<file path="src/rtl/ack_eoi_pkg.sv">
package ack_eoi_pkg;
  localparam int ID_W = 10;
  localparam int PRIO_W = 8;
  localparam logic [ID_W-1:0] IDLE_ID = 10'd1023;
  localparam logic [PRIO_W:0] IDLE_PRIO = 9'h100;

  localparam logic [7:0] OFF_CTRL = 8'h00;
  localparam logic [7:0] OFF_MASK = 8'h04;
  localparam logic [7:0] OFF_BPT  = 8'h08;
  localparam logic [7:0] OFF_ACK  = 8'h0C;
  localparam logic [7:0] OFF_EOI  = 8'h10;
  localparam logic [7:0] OFF_RPRI = 8'h14;
  localparam logic [7:0] OFF_HPND = 8'h18;

  typedef struct packed {
    logic wrCtrl;
    logic wrMask;
    logic ack;
    logic eoiRun;
    logic walkLoad;
    logic walkStep;
    logic repend;
  } strobe_t;
endpackage

</file>
<file path="src/rtl/ack_eoi_ctrl.sv">
module ack_eoi_ctrl
  import ack_eoi_pkg::*;
(
  input  logic       clk,
  input  logic       rstN,
  input  logic       busValid,
  input  logic       busWrite,
  input  logic [7:0] busAddr,
  input  logic       ackOk,
  input  logic       eoiValid,
  input  logic       eoiIsRun,
  input  logic       walkDone,
  output strobe_t    strobe,
  output logic       busBusy
);
  typedef enum logic {ST_IDLE, ST_WALK} state_e;
  state_e state, stateNxt;
  logic accept;

  always_comb begin
    strobe = '0;
    stateNxt = state;
    busBusy = (state == ST_WALK);
    accept = busValid && (state == ST_IDLE);
    case (state)
      ST_IDLE: begin
        if (accept && busWrite) begin
          case (busAddr)
            OFF_CTRL: strobe.wrCtrl = 1'b1;
            OFF_MASK: strobe.wrMask = 1'b1;
            OFF_EOI: begin
              if (eoiValid) begin
                strobe.repend = 1'b1;
                if (eoiIsRun) begin
                  strobe.eoiRun = 1'b1;
                end else begin
                  strobe.walkLoad = 1'b1;
                  stateNxt = ST_WALK;
                end
              end
            end
            default: ;
          endcase
        end else if (accept && busAddr == OFF_ACK && ackOk) begin
          strobe.ack = 1'b1;
        end
      end
      ST_WALK: begin
        strobe.walkStep = 1'b1;
        if (walkDone) stateNxt = ST_IDLE;
      end
      default: stateNxt = ST_IDLE;
    endcase
  end

  always_ff @(posedge clk) begin
    if (!rstN) state <= ST_IDLE;
    else       state <= stateNxt;
  end
endmodule

</file>
<file path="src/rtl/ack_eoi_data.sv">
module ack_eoi_data
  import ack_eoi_pkg::*;
#(
  parameter int NUM_SRC = 64
) (
  input  logic              clk,
  input  logic              rstN,
  input  strobe_t           strobe,
  input  logic [7:0]        busAddr,
  input  logic [31:0]       busWdata,
  output logic [31:0]       busRdata,
  input  logic [ID_W-1:0]   hpId,
  input  logic [PRIO_W-1:0] hpPrio,
  input  logic              hpShared,
  output logic              ackOk,
  output logic              eoiValid,
  output logic              eoiIsRun,
  output logic              walkDone,
  output logic              pendClrValid,
  output logic [ID_W-1:0]   pendClrId,
  output logic              pendClrAll,
  output logic              rependValid,
  output logic [ID_W-1:0]   rependId,
  output logic [ID_W-1:0]   runId,
  output logic [PRIO_W:0]   runPrio
);
  localparam int IDX_W = (NUM_SRC > 1) ? $clog2(NUM_SRC) : 1;

  logic              enable;
  logic [PRIO_W-1:0] prioMask;
  logic [ID_W-1:0]   link [NUM_SRC];
  logic [PRIO_W-1:0] actPrio [NUM_SRC];
  logic [ID_W-1:0]   cursor, target;
  logic [ID_W-1:0]   hpView, eoiId, curLink, prevId;
  logic              linkHit, linkEnd;

  function automatic logic [IDX_W-1:0] toIdx(input logic [ID_W-1:0] id);
    return id[IDX_W-1:0];
  endfunction

  assign hpView = (enable && hpId != IDLE_ID && 32'(hpId) < NUM_SRC && hpPrio < prioMask)
                  ? hpId : IDLE_ID;
  assign ackOk = (hpView != IDLE_ID) && ({1'b0, hpPrio} < runPrio);
  assign eoiId = busWdata[ID_W-1:0];
  assign eoiValid = (32'(eoiId) < NUM_SRC) && (runId != IDLE_ID);
  assign eoiIsRun = (eoiId == runId);
  assign curLink = link[toIdx(cursor)];
  assign linkHit = (curLink == target);
  assign linkEnd = (curLink == IDLE_ID);
  assign walkDone = linkHit || linkEnd;
  assign prevId = link[toIdx(runId)];

  always_comb begin
    case (busAddr)
      OFF_CTRL: busRdata = {31'd0, enable};
      OFF_MASK: busRdata = {24'd0, prioMask};
      OFF_ACK:  busRdata = {22'd0, ackOk ? hpView : IDLE_ID};
      OFF_RPRI: busRdata = {23'd0, runPrio};
      OFF_HPND: busRdata = {22'd0, hpView};
      default:  busRdata = 32'd0;
    endcase
  end

  always_ff @(posedge clk) begin
    if (!rstN) begin
      enable <= 1'b0;
      prioMask <= '0;
      runId <= IDLE_ID;
      runPrio <= IDLE_PRIO;
      cursor <= IDLE_ID;
      target <= IDLE_ID;
      pendClrValid <= 1'b0;
      pendClrId <= IDLE_ID;
      pendClrAll <= 1'b0;
      rependValid <= 1'b0;
      rependId <= IDLE_ID;
      for (int i = 0; i < NUM_SRC; i++) begin
        link[i] <= IDLE_ID;
        actPrio[i] <= '0;
      end
    end else begin
      pendClrValid <= strobe.ack;
      rependValid <= strobe.repend;
      if (strobe.ack) begin
        pendClrId <= hpId;
        pendClrAll <= hpShared;
      end
      if (strobe.repend) rependId <= eoiId;
      if (strobe.wrCtrl) enable <= busWdata[0];
      if (strobe.wrMask) prioMask <= busWdata[PRIO_W-1:0];
      if (strobe.ack) begin
        link[toIdx(hpId)] <= runId;
        actPrio[toIdx(hpId)] <= hpPrio;
        runId <= hpId;
        runPrio <= {1'b0, hpPrio};
      end
      if (strobe.eoiRun) begin
        runId <= prevId;
        runPrio <= (prevId == IDLE_ID) ? IDLE_PRIO : {1'b0, actPrio[toIdx(prevId)]};
      end
      if (strobe.walkLoad) begin
        cursor <= runId;
        target <= eoiId;
      end
      if (strobe.walkStep) begin
        if (linkHit) link[toIdx(cursor)] <= link[toIdx(target)];
        else if (!linkEnd) cursor <= curLink;
      end
    end
  end
endmodule

</file>
<file path="src/rtl/ack_eoi_unit.sv">
module ack_eoi_unit
  import ack_eoi_pkg::*;
#(
  parameter int NUM_SRC = 64
) (
  input  logic        clk,
  input  logic        rstN,
  input  logic        busValid,
  input  logic        busWrite,
  input  logic [7:0]  busAddr,
  input  logic [31:0] busWdata,
  output logic [31:0] busRdata,
  output logic        busBusy,
  input  logic [9:0]  hpId,
  input  logic [7:0]  hpPrio,
  input  logic        hpShared,
  output logic        pendClrValid,
  output logic [9:0]  pendClrId,
  output logic        pendClrAll,
  output logic        rependValid,
  output logic [9:0]  rependId,
  output logic [9:0]  runId,
  output logic [8:0]  runPrio
);
  strobe_t strobe;
  logic ackOk, eoiValid, eoiIsRun, walkDone;

  ack_eoi_ctrl ctrl_i (
    .clk(clk), .rstN(rstN), .busValid(busValid), .busWrite(busWrite),
    .busAddr(busAddr), .ackOk(ackOk), .eoiValid(eoiValid),
    .eoiIsRun(eoiIsRun), .walkDone(walkDone), .strobe(strobe),
    .busBusy(busBusy)
  );

  ack_eoi_data #(.NUM_SRC(NUM_SRC)) data_i (
    .clk(clk), .rstN(rstN), .strobe(strobe), .busAddr(busAddr),
    .busWdata(busWdata), .busRdata(busRdata), .hpId(hpId), .hpPrio(hpPrio),
    .hpShared(hpShared), .ackOk(ackOk), .eoiValid(eoiValid),
    .eoiIsRun(eoiIsRun), .walkDone(walkDone), .pendClrValid(pendClrValid),
    .pendClrId(pendClrId), .pendClrAll(pendClrAll), .rependValid(rependValid),
    .rependId(rependId), .runId(runId), .runPrio(runPrio)
  );
endmodule

</file>
<file path="config.mk">
export PLATFORM = sky130hd
export DESIGN_NAME = ack_eoi_unit
export DESIGN_NICKNAME = d
export VERILOG_FILES = /design/src/rtl/ack_eoi_pkg.sv /design/src/rtl/ack_eoi_ctrl.sv /design/src/rtl/ack_eoi_data.sv /design/src/rtl/ack_eoi_unit.sv
export SDC_FILE = /design/constraint.sdc
export NUM_CORES = 2
export LEC_CHECK = 0
export BUFFER_PORTS_ARGS = -buffer_cell sky130_fd_sc_hd__buf_2
export CORE_MARGIN = 2
export CORE_UTILIZATION = 30
export CTS_CLUSTER_DIAMETER = 60
export CTS_CLUSTER_SIZE = 14
export DETAILED_ROUTE_END_ITERATION = 10
export GPL_TIMING_DRIVEN = 0
export SYNTH_ARGS = -nofsm -noshare
export SYNTH_HDL_FRONTEND = slang
export SYNTH_SLANG_ARGS = --single-unit
</file>
<file path="constraint.sdc">
create_clock -name clk -period 8.7 [get_ports clk]
set_clock_uncertainty 0.2 [all_clocks]
set_input_delay 1.74 -clock clk [delete_from_list [all_inputs] [get_ports clk]]
set_output_delay 1.74 -clock clk [all_outputs]
set_load 0.05 [all_outputs]
</file>
; ---- Word level (Yosys, flattened, before mapping)
; Memory sizes are Yosys's and may differ from the RTL's. A register that Yosys moved wholly into a read port is not among the register bits.
; Cells that the tools add are included.
[totals]
regBits = 72
output_inout_bits = 75
mem_bits_rw = 1152
n_memories = 2
[mem_list]
columns = name, depth, word_bits, rd, rd_ports_with_merged_regs, wr, line
row1 = data_i.link, 64, 10, 3, 3, 64, ack_eoi_data.sv:31  ; logic [ID_W-1:0] link [NUM_SRC];
row2 = data_i.actPrio, 64, 8, 1, 0, 64, ack_eoi_data.sv:32  ; logic [PRIO_W-1:0] actPrio [NUM_SRC];
[op_classes]
eq_ne = 12
muxes = 55
n_bitwise = 1
reduce_logical = 15
magnitude_cmp = 4
[op_table]
columns = op, count
row1 = 10-bit 2-to-1 mux, 10
row2 = 10-bit one-hot mux with 5 select lines, 1
row3 = 6-bit 2-to-1 mux, 8
row4 = "10-bit inequality test, second input constant", 3
row5 = 9-bit 2-to-1 mux, 3
row6 = 1-bit 2-to-1 mux, 26
row7 = "8-bit by 5-bit equality test with 1-bit output, second input constant", 3
row8 = 10-bit equality test, 2
row9 = "10-bit equality test, second input constant", 2
row10 = "10-bit by 7-bit < comparator with 1-bit output, second input constant", 2
row11 = 10-bit OR reduction, 2
row12 = 1-bit logical AND, 9
row13 = 8-bit by 9-bit < comparator with 1-bit output, 1
row14 = "8-bit by 3-bit equality test with 1-bit output, second input constant", 1
row15 = "8-bit by 4-bit equality test with 1-bit output, second input constant", 1
row16 = 8-bit logical NOT, 1
row17 = 8-bit < comparator, 1
row18 = 2-bit 2-to-1 mux, 4
row19 = 8-bit 2-to-1 mux, 1
row20 = 8-bit OR reduction, 1
row21 = 5-bit 2-to-1 mux, 1
row22 = 1-bit one-hot mux with 2 select lines, 1
row23 = 2-bit nonzero test, 1
row24 = 1-bit logical OR, 1
row25 = 1-bit inverter, 1

; ---- Logic depth before layout (Yosys ltp)
[logic_depth]
depth_word = 17
depth_mapped = 21
mapped_depth_nobuf = 12

; ---- Cells and area by module
; Synthesis repeated with hierarchy kept, for this count alone.
[hier_totals]
cells_unflattened = 6454
hier_area_um2 = 76339.5
[modules_own_cells]
columns = module, cells_per_inst, seq_area_each_um2, n_inst, area_each_um2
row1 = ack_eoi_data, 6436, 36174.7, 1, 76183.1
row2 = ack_eoi_ctrl, 18, 20.0, 1, 156.4

; ---- Least setup slack after synthesis
; No wires, ideal clock.
[synth_timing]
kind = input to output
start = in hpPrio[7]
end = out busRdata[6]
t_arrival_ps = 4212
slack_ps = 2548
path_stages = 7
path_buffers = 0
t_required_ps = 6760
cell_sequence = ha_1 > or4b_2 > a2111oi_0 > o221ai_1 > nor2b_1 > o21ai_0 > o21ai_0
[synth_via]
elab_chain_cells = 7
[synth_lines]
columns = element, line
row1 = from (decl), ack_eoi_unit.sv:15  ; input logic [7:0] hpPrio,
row2 = 8-bit < comparator, ack_eoi_data.sv:41  ; assign hpView = (enable && hpId != IDLE_ID && 32'(hpId) < NUM_SRC && hpPrio < prioMask)
row3 = 1-bit logical AND, ack_eoi_data.sv:41
row4 = 10-bit 2-to-1 mux, ack_eoi_data.sv:42  ; ? hpId : IDLE_ID;
row5 = 10-bit inequality test, ack_eoi_data.sv:43  ; assign ackOk = (hpView != IDLE_ID) && ({1'b0, hpPrio} < runPrio);
row6 = 1-bit logical AND, ack_eoi_data.sv:43
row7 = 10-bit 2-to-1 mux, ack_eoi_data.sv:57  ; OFF_ACK: busRdata = {22'd0, ackOk ? hpView : IDLE_ID};
row8 = 10-bit one-hot mux with 5 select lines *, ack_eoi_data.sv:54  ; case (busAddr)
row9 = to (decl), ack_eoi_unit.sv:12  ; output logic [31:0] busRdata,
; Every way passes the cells marked *; elsewhere a longest branch is shown, timed or not.

==> results.sh <==
export IMPL_status="complete, but fails checks"
export IMPL_failed_checks="capacitance limit, slew limit, setup timing"
export IMPL_clock_tree_buffer_depth=3
export IMPL_yosys_warnings=0
export IMPL_cts_hold_fix_buffers=0
export IMPL_relSlewSlack_pct=-4.09
export IMPL_final_layout_size_suffix_gt1_share_pct=22.6
export IMPL_grt_max_degree=17
export IMPL_antenna_found_initial=24
export IMPL_ys_ff_latch=1232
export IMPL_power_switching_share_pct=24.0
export IMPL_grt_pass1_vias=49000
export IMPL_areaGrowthSynthToFinish_pct=13.9
export IMPL_cp_data_arrival_time_ps=9850
export IMPL_cts_root_buf="clkbuf_16"
export IMPL_irDropWorstVdd_mv=0.223
export IMPL_switching_power_mw=3.06
export IMPL_fmax_mhz=107
export IMPL_cts_repair_resized=0
export IMPL_post_cts_buffers=0
export IMPL_synth_area_sq_um=67600
export IMPL_post_dp_hpwl_um=233000
export IMPL_gp_congestion=1.08
export IMPL_p_int_mw=9.71
export IMPL_ys_flop_type="edfxtp_1"
export IMPL_dp_cells=8337
export IMPL_grtUsageTotal_pct=27.0
export IMPL_initial_utilization_pct=30.1
export IMPL_rrSetupSlack_ps=-640
export IMPL_yosysSeqAreaShare_pct=53.6
export IMPL_syn_area_per_cell_sq_um=13.1
export IMPL_path_class="reg -> reg"
export IMPL_synth_async_reset_ratio_pct=0
export IMPL_routed_wl_um=316000
export IMPL_coreArea_sq_um=224000
export IMPL_ant_nets=0
export IMPL_vias=51500
export IMPL_holdCritPathClass="reg -> reg"
export IMPL_insertion_delay_ps=840
export IMPL_slew_violations=48
export IMPL_rsz0062_at_grt="false"
export IMPL_finalHoldViolations=0
export IMPL_cp_end_kind="register"
export IMPL_design_final_nets=5561
export IMPL_worstMarginPinSlew_ps=1560
export IMPL_combPwrFrac_pct=3.5
export IMPL_clock_sinks=1232
export IMPL_stdcell_area_sq_um=77000
export IMPL_dieArea_sq_um=229000
export IMPL_maxCapViolations=6
export IMPL_leakagePower_nw=23.7
export IMPL_layout_min_cycle_time_ps=9340
export IMPL_fillers=21900
export IMPL_num_rows=174
export IMPL_cts_tree="built"
export IMPL_fin_ws_ps=-644
export IMPL_worst_path_max_fanout=10
export IMPL_power_density_nw_per_um2=166
export IMPL_synth_edf_count=1152
export IMPL_required_ps=9210
export IMPL_cts_buffers=131
export IMPL_grt_pass1_wl_um=422000
export IMPL_die_w_um=479
export IMPL_crit_path_start_kind="register"
export IMPL_drtPass1Iterations=9
export IMPL_gr_total_overflow=0
export IMPL_htree_levels=4
export IMPL_fin_cells=8581
export IMPL_wl_per_cell_um=36.9
export IMPL_first_iter_violations=8998
export IMPL_yosysUniqueCellTypes=72
export IMPL_drc=0
export IMPL_vias_per_cell=6.00
export IMPL_ios=138
export IMPL_io_buffers=89
export IMPL_clkPwrFrac_pct=45.2
export IMPL_path_clk_slew_ps=70
export IMPL_netlist_instances=5174
export IMPL_period_share_pct=107
export IMPL_setup_violations=72
export IMPL_pwr_share_seq_pct=51.3
export IMPL_dpl_cell_area_sq_um=72700
export IMPL_die_h_um=479
-- path summary, 6_finish.rpt --
check,start,to,cells past startpoint
setup reg to reg,register,data_i.runPrio[2],17
setup / recovery,register,data_i.runPrio[2],17
hold reg to reg,data_i.pendClrId[2],data_i.pendClrId[2],2
hold / removal,data_i.pendClrId[2],data_i.pendClrId[2],2
-- worst max-delay path, cell delays in order, from the launching register on --
cell	delay [ps]
dfxtp_1	300
buf_2	290
buf_4	370
buf_2	430
buf_2	650
buf_2	630
buf_2	760
mux2i_1	300
a211oi_1	1170
a31oi_1	640
nor2_1	1210
clkbuf_1	760
buf_2	470
nand3_1	160
a31oi_1	260
a21oi_1	220
nand2_1	230
o22ai_1	100
-- cell usage after synthesis (17+ instances only) --
cell	instances	area, sq um
nand2_1	1191	4470
nand3_1	196	981
a31oi_1	47	294
dfxtp_1	80	1600
inv_1	27	101
clkbuf_1	213	800
nor2_1	134	503
buf_6	73	822
mux2i_1	199	1990
a21oi_1	22	110
nand4_1	36	225
a32oi_1	47	412
buf_1	50	188
and2_1	523	3270
buf_2	73	365
edfxtp_1	1152	34600
o21ai_0	141	706
mux4_2	564	12700
mux2_2	25	282
nor2b_1	17	106
nor2_4	41	462
buf_4	52	390
-- power groups by stage --
stage | combinational, mW | clock (mW) | sequential (mW)
after floorplan | 0.200 | 0 | 6.68
after global placement | 0.396 | 0 | 6.69
after detailed placement | 0.425 | 0 | 6.68
after CTS | 0.426 | 5.74 | 6.56
after global routing | 0.452 | 5.95 | 6.56
final | 0.445 | 5.78 | 6.55
-- cells in the final DEF (no fill, tap or decap), types with 13 or more instances in the layout --
master     synthesis  final
dfxtp_1           80     80
a221o_1           14     14
a21oi_1           22     22
o21ai_0          141     69
and2_1           523    523
a31oi_1           47     47
nor3_1            16     15
nand2_1         1191   1191
nor2b_1           17     17
buf_1             50     38
nand3_1          196    196
buf_2             73    176
edfxtp_1        1152   1152
conb_1             1     22
xor2_1            14     14
nand4_1           36     36
clkinv_1           2     13
nor2_1           134    133
a32oi_1           47     47
nor2_2            12     13
nand2b_1          13     13
inv_1             27     27
diode_2            0     14
buf_4             52     84
or2_2             14     14
mux2_2            25     25
clkbuf_1         213    222
ha_1              14     14
nor2_4            41     41
clkbuf_16          0    138
o21ai_1            4     72
buf_6             73     94
mux2i_1          199    199
mux4_2           564    564
-- state kept, by name (all words and copies together) (netlist names), named ones only --
name and flops:
data_i.pendClrId 10, data_i.target 10, ctrl_i.busBusy 1, data_i.runId 10, data_i.cursor 6, data_i.link 640, data_i.pendClrAll 1, data_i.enable 1
data_i.pendClrValid 1, data_i.rependId 10, data_i.rependValid 1, data_i.prioMask 8, data_i.runPrio 9, data_i.actPrio 512
-- per-layer routing --
metal	vias up	wire length (um)	track usage (%)
li1	20000	-	-
met1	26200	108000	31.8
met2	4214	135000	39.7
met3	1055	45000	11.0
met4	26	28300	19.7
met5	-	189	0
-- kinds of logic (layout without fill, tap and decap cells) --
logic type               Yosys count  in the layout  synth area share (%)
other                              1             36               0.00555
flip-flops                      1232           1232                  53.6
AND/OR/NAND/NOR                 2252           2252                  16.0
AO/OA/AOI/OAI                    364            364                  3.60
adder cells (fa/ha/maj)           14             14                 0.259
buffers and inverters            492            872                  3.98
XOR/XNOR                          21             21                 0.272
multiplexers                     798            798                  22.4
-- stage by stage --
| step | utilization, % | power, mW | worst slack (ps) | TNS (ps) | hold WS [ps] |
|---|---|---|---|---|---|
| finish | 34.3 | 12.8 | -644 | -8300 | 243 |
| global route | 34.3 | 13.0 | 32.6 | 0 | 267 |
| CTS | 34.3 | 12.7 | 284 | 0 | 244 |
| detailed placement | 32.4 | 7.11 | 265 | 0 | 234 |
| global placement | 32.0 | 7.08 | -977 | -562040 | 230 |
| floorplan | - | 6.88 | 2550 | 0 | 234 |
-- final cells by class --
type / instances / area (sq um) / share of cell area (%)
Tap cell: 2992 / 3740 / 4.86
Multi-Input combinational cell: 3471 / 28900 / 37.5
Inverter: 30 / 113 / 0.146
Antenna cell: 14 / 35.0 / 0.0455
Clock inverter: 66 / 699 / 0.908
Clock buffer: 158 / 3540 / 4.60
Timing Repair Buffer: 156 / 1170 / 1.53
Sequential cell: 1232 / 36200 / 47.0
Buffer: 462 / 2610 / 3.39
No activity file was read; power rests on OpenSTA's default activity.
